## src/rtl/dmairq_pkg.sv

```systemverilog
package dmairq_pkg;

  localparam int SLOT_W      = 4;   // bits per channel slot
  localparam int KIND_HALF   = 0;   // slot bit positions decoded by software
  localparam int KIND_PKG    = 1;
  localparam int KIND_QUEUE  = 2;
  localparam int KIND_RSVD   = 3;
  localparam int EN_OFS      = 'h00;
  localparam int PEND_OFS    = 'h10;
  localparam int WORD_STRIDE = 4;

  // Bits of a register word that belong to a live event kind.
  function automatic logic [31:0] live_word_mask(input int word_w);
    logic [31:0] m;
    m = '0;
    for (int i = 0; i < word_w; i++)
      m[i] = ((i % SLOT_W) != KIND_RSVD);
    return m;
  endfunction

  // Byte offset of register word w in a bank starting at base.
  function automatic int word_offset(input int base, input int w);
    return base + w * WORD_STRIDE;
  endfunction

endpackage

```

## src/rtl/dmairq_event_map.sv

```systemverilog
module dmairq_event_map #(
  parameter int NUM_CH = 16,
  localparam int FLAT_W = NUM_CH * dmairq_pkg::SLOT_W
) (
  input  logic [NUM_CH-1:0] evt_half,
  input  logic [NUM_CH-1:0] evt_pkg,
  input  logic [NUM_CH-1:0] evt_queue,
  output logic [FLAT_W-1:0] evt_flat
);
  import dmairq_pkg::*;

  for (genvar c = 0; c < NUM_CH; c++) begin : g_slot
    assign evt_flat[c*SLOT_W + KIND_HALF]  = evt_half[c];
    assign evt_flat[c*SLOT_W + KIND_PKG]   = evt_pkg[c];
    assign evt_flat[c*SLOT_W + KIND_QUEUE] = evt_queue[c];
    assign evt_flat[c*SLOT_W + KIND_RSVD]  = 1'b0;
  end
endmodule

```

## src/rtl/dmairq_word.sv

```systemverilog
module dmairq_word #(
  parameter int WORD_W = 32
) (
  input  logic              clk,
  input  logic              rst_n,
  input  logic              en_we,
  input  logic              pend_we,
  input  logic [WORD_W-1:0] wdata,
  input  logic [WORD_W-1:0] evt,
  output logic [WORD_W-1:0] en_q,
  output logic [WORD_W-1:0] pend_q,
  output logic [WORD_W-1:0] clr
);
  import dmairq_pkg::*;

  localparam logic [31:0] LIVE32 = live_word_mask(WORD_W);
  localparam logic [WORD_W-1:0] LIVE = LIVE32[WORD_W-1:0];

  assign clr = pend_we ? (wdata & LIVE) : '0;

  always_ff @(posedge clk or negedge rst_n) begin
    if (!rst_n) begin
      en_q   <= '0;
      pend_q <= '0;
    end else begin
      if (en_we)
        en_q <= wdata & LIVE;
      // set beats clear on a collision
      pend_q <= ((pend_q & ~clr) | evt) & LIVE;
    end
  end
endmodule

```

## src/rtl/dmairq_decode.sv

```systemverilog
module dmairq_decode #(
  parameter int NUM_WORDS = 2,
  parameter int WORD_W    = 32,
  parameter int ADDR_W    = 8,
  localparam int FLAT_W   = NUM_WORDS * WORD_W
) (
  input  logic              reg_wr,
  input  logic [ADDR_W-1:0] reg_addr,
  input  logic [FLAT_W-1:0] en_flat,
  input  logic [FLAT_W-1:0] pend_flat,
  output logic [NUM_WORDS-1:0] en_we,
  output logic [NUM_WORDS-1:0] pend_we,
  output logic [WORD_W-1:0] reg_rdata
);
  import dmairq_pkg::*;

  logic [NUM_WORDS-1:0] en_hit;
  logic [NUM_WORDS-1:0] pend_hit;

  for (genvar w = 0; w < NUM_WORDS; w++) begin : g_dec
    assign en_hit[w]   = (reg_addr == ADDR_W'(word_offset(EN_OFS, w)));
    assign pend_hit[w] = (reg_addr == ADDR_W'(word_offset(PEND_OFS, w)));
    assign en_we[w]    = reg_wr & en_hit[w];
    assign pend_we[w]  = reg_wr & pend_hit[w];
  end

  always_comb begin
    reg_rdata = '0;
    for (int w = 0; w < NUM_WORDS; w++) begin
      if (en_hit[w])   reg_rdata = reg_rdata | en_flat[w*WORD_W +: WORD_W];
      if (pend_hit[w]) reg_rdata = reg_rdata | pend_flat[w*WORD_W +: WORD_W];
    end
  end
endmodule

```

## src/rtl/dmairq_irq_gen.sv

```systemverilog
module dmairq_irq_gen #(
  parameter int FLAT_W = 64
) (
  input  logic              clk,
  input  logic              rst_n,
  input  logic [FLAT_W-1:0] en_flat,
  input  logic [FLAT_W-1:0] pend_flat,
  output logic              irq_q
);
  always_ff @(posedge clk or negedge rst_n) begin
    if (!rst_n) irq_q <= 1'b0;
    else        irq_q <= |(en_flat & pend_flat);
  end
endmodule

```

## src/rtl/dmairq_status_top.sv

```systemverilog
module dmairq_status_top #(
  parameter int NUM_CH = 16,
  parameter int WORD_W = 32,
  parameter int ADDR_W = 8,
  localparam int CH_PER_WORD = WORD_W / dmairq_pkg::SLOT_W,
  localparam int NUM_WORDS   = (NUM_CH + CH_PER_WORD - 1) / CH_PER_WORD,
  localparam int FLAT_W      = NUM_WORDS * WORD_W
) (
  input  logic              clk,
  input  logic              rst_n,
  input  logic              reg_wr,
  input  logic [ADDR_W-1:0] reg_addr,
  input  logic [WORD_W-1:0] reg_wdata,
  output logic [WORD_W-1:0] reg_rdata,
  input  logic [NUM_CH-1:0] evt_half,
  input  logic [NUM_CH-1:0] evt_pkg,
  input  logic [NUM_CH-1:0] evt_queue,
  output logic              irq
);
  localparam int EVT_W = NUM_CH * dmairq_pkg::SLOT_W;

  logic [EVT_W-1:0]     evt_map;
  logic [FLAT_W-1:0]    evt_flat;
  logic [FLAT_W-1:0]    en_flat;
  logic [FLAT_W-1:0]    pend_flat;
  logic [FLAT_W-1:0]    clr_flat;
  logic [NUM_WORDS-1:0] en_we;
  logic [NUM_WORDS-1:0] pend_we;

  dmairq_event_map #(.NUM_CH(NUM_CH)) map_i (
    .evt_half (evt_half),
    .evt_pkg  (evt_pkg),
    .evt_queue(evt_queue),
    .evt_flat (evt_map)
  );

  if (FLAT_W > EVT_W) begin : g_pad
    assign evt_flat = {{(FLAT_W-EVT_W){1'b0}}, evt_map};
  end else begin : g_nopad
    assign evt_flat = evt_map;
  end

  dmairq_decode #(.NUM_WORDS(NUM_WORDS), .WORD_W(WORD_W), .ADDR_W(ADDR_W)) dec_i (
    .reg_wr   (reg_wr),
    .reg_addr (reg_addr),
    .en_flat  (en_flat),
    .pend_flat(pend_flat),
    .en_we    (en_we),
    .pend_we  (pend_we),
    .reg_rdata(reg_rdata)
  );

  for (genvar w = 0; w < NUM_WORDS; w++) begin : g_word
    dmairq_word #(.WORD_W(WORD_W)) word_i (
      .clk    (clk),
      .rst_n  (rst_n),
      .en_we  (en_we[w]),
      .pend_we(pend_we[w]),
      .wdata  (reg_wdata),
      .evt    (evt_flat[w*WORD_W +: WORD_W]),
      .en_q   (en_flat[w*WORD_W +: WORD_W]),
      .pend_q (pend_flat[w*WORD_W +: WORD_W]),
      .clr    (clr_flat[w*WORD_W +: WORD_W])
    );
  end

  dmairq_irq_gen #(.FLAT_W(FLAT_W)) irq_i (
    .clk      (clk),
    .rst_n    (rst_n),
    .en_flat  (en_flat),
    .pend_flat(pend_flat),
    .irq_q    (irq)
  );
endmodule

```

## config.mk

```make
export PLATFORM = sky130hd
export DESIGN_NAME = dmairq_status_top
export DESIGN_NICKNAME = d
export VERILOG_FILES = /design/src/rtl/dmairq_pkg.sv /design/src/rtl/dmairq_event_map.sv /design/src/rtl/dmairq_word.sv /design/src/rtl/dmairq_decode.sv /design/src/rtl/dmairq_irq_gen.sv /design/src/rtl/dmairq_status_top.sv
export SDC_FILE = /design/constraint.sdc
export NUM_CORES = 1
export LEC_CHECK = 0
export BUFFER_PORTS_ARGS = -buffer_cell sky130_fd_sc_hd__buf_2
export CORE_UTILIZATION = 30
export DETAILED_ROUTE_END_ITERATION = 16
export PLACE_DENSITY_LB_ADDON = 0.15
export SYNTH_ARGS = -nofsm -noshare
export SYNTH_HDL_FRONTEND = slang
export SYNTH_HIERARCHICAL = 1
export SYNTH_SLANG_ARGS = --single-unit
```

## constraint.sdc

```tcl
create_clock -name clk -period 4.5 [get_ports clk]
set_input_delay 0 -clock clk [delete_from_list [all_inputs] [get_ports clk]]
set_output_delay 0 -clock clk [all_outputs]
set_load 0.03 [all_outputs]
```

==> qor.yml <==
outcome: "finished, final reports clean"
clk_latency_ns: 0.35
die_w_um: 143.5
cts_tree: "built"
multiInputGateArea_mm2: 0.002835
die-area_mm2: 0.02058
utilization_pct: 39.34
numCtsBuffers: 9
wl_um: 16990
syn_area_mm2: 0.006003
core_mm2: 0.01953
start_util_pct: 30.74
fmax_mhz: 435.3
drtAntennaViolNets: 0
final-seq-area_mm2: 0.002427
setup_tns_ns: 0
via_count: 4433
fp.dieH_um: 143.5
drv_slew: 0
p_sw_share_pct: 25.33
seqPwrFrac_pct: 46.9
wl_per_cell_um: 17.62
worst_slew_pin_slew_ns: 0.9021
setup_violations: 0
fp-row-count: 51
overflow: 0
leakage_nw: 3.236
p_per_area_mw_per_mm2: 253.0
io_pins: 124
crit_arrival_ns: 2.53
hold_viol: 0
num_antenna_cells: 0
cp_max_fo: 34
grt_pass1_vias: 4805
pwr-share-comb_pct: 14.9
layout_commonest_cell: "dlygate4sd3_1"
drc: 0
dp_hpwl_um: 10820
io_buffers: 107
cp-start-kind: "input pin"
clk_pin_slew_worst_paths_ns: 0.07
worst_r2r_path_depth: 4
grt_pass1_wl_um: 26500
p_clk_share_pct: 38.2
cts.repair.resized: 0
p_switching_mw: 0.4922
rsz0062_at_grt: "no"
num-fill-cells: 1998
cp-endpoint: "g_word[1].word_i/pend_q[26]"
worstSetupStartpoint: "reg_addr[1]"
ctsRootBufferMaster: "clkbuf_16"
layout-drive-gt1-share_pct: 27.18
max_slew_margin_pct: 39.86
grt_usage_pct: 17.35
drtIter0Drc: 151
finalClockSkew_ns: 0.005597
endpoint_kind: "register"
via_per_inst: 4.599
timing.rr.end: "irq_i/irq_q"
firstDrtPassIters: 5
rrSetupSlack_ns: 2.68
mostFrequentLayoutCells: "121 x dlygate4sd3_1, 105 x buf_2, 97 x dfrtp_1"
htree_levels: 3
maxCapViolCount: 0
grt_max_degree: 65
avgSynthCellArea_um2: 11.41
clock-sinks: 97
gp_congestion: 0.7335
ctsLongestPathBuffers: 2
yosys_warnings: 6
syn_inst: 526
worstReg2RegStart: "g_word[1].word_i/en_q[22]"
crit_required_ns: 4.74
area_growth_pct: 27.95
antenna_found_initial: 0
hp-class: "input pin to async pin"
p_int_mw: 1.451
irDropWorstVdd_mv: 0.1715
post-route-period-util_pct: 51.05
final.min_clock_period_ns: 2.297
worst-setup-path-type: "input pin to register"
final_nets: 785
## worst max-delay path, stage by stage
cell and delay [ns]:
buf_2 0.10, or4b_1 0.52, buf_4 0.31, nor2_4 0.71, nand2_1 0.11, a21o_1 0.21
dlygate4sd3_1 0.56
## state kept, by name, indices dropped and copies added, names as in the netlist
register / count
g_word.word_i/en_q: 48
irq_i/irq_q: 1
g_word.word_i/pend_q: 48
## metal layers
metal	vias up	routed length [um]	track usage, %
met4	0	146	4.031
met2	97	8443	31.22
met5	-	0	0
met3	7	663	3.366
met1	2205	7736	21.19
li1	2124	-	-
## power by group through the flow
| stage | clock network [mW] | registers (mW) | logic, mW |
|---|---|---|---|
| detailed placement | 0 | 0.928 | 0.240 |
| finish | 0.742 | 0.912 | 0.290 |
| global placement | 0 | 0.927 | 0.237 |
| floorplan | 0 | 0.923 | 0.190 |
| global route | 0.798 | 0.914 | 0.318 |
| CTS | 0.766 | 0.911 | 0.291 |
## stage by stage
stage | hold slack (ns) | total power, mW | instances | setup WS [ns] | instance area (um^2)
finish | 0.3168 | 1.943 | 964 | 2.203 | 7681
floorplan | -0.2956 | 1.113 | 556 | 2.857 | 6116
global route | 0.3591 | 2.030 | 964 | 2.086 | 7681
global placement | 0.1762 | 1.164 | 827 | 2.117 | 6195
CTS | 0.3324 | 1.968 | 964 | 2.173 | 7681
detailed placement | 0.1815 | 1.168 | 827 | 2.082 | 6195
## final cells by class
class                      count  area share, %
clock buffer                  13          3.388
clock inverter                 3         0.1955
multi-input combinational    350          36.91
sequential                    97          31.60
tap                          265          4.317
timing repair buffer         236          23.59
## how the worst min path moves through the flow
stage	slack [ns]	to	from
4_1_cts	0.33	g_word[1].word_i/en_q[4]	reg_wr
5_1_grt	0.36	g_word[1].word_i/en_q[16]	reg_wr
3_5_place_dp	0.18	g_word[1].word_i/pend_q[10]	rst_n
3_3_place_gp	0.18	g_word[1].word_i/pend_q[10]	rst_n
2_1_floorplan	-0.30	g_word[0].word_i/en_q[0]	rst_n
6_report	0.32	g_word[1].word_i/pend_q[10]	rst_n
## repair_timing
action,in CTS,in global routing
hold buffers,121,0
buffers inserted,0,0
hold endpoints to repair,159,0
Note: power is estimated with default switching activity, not from simulation.
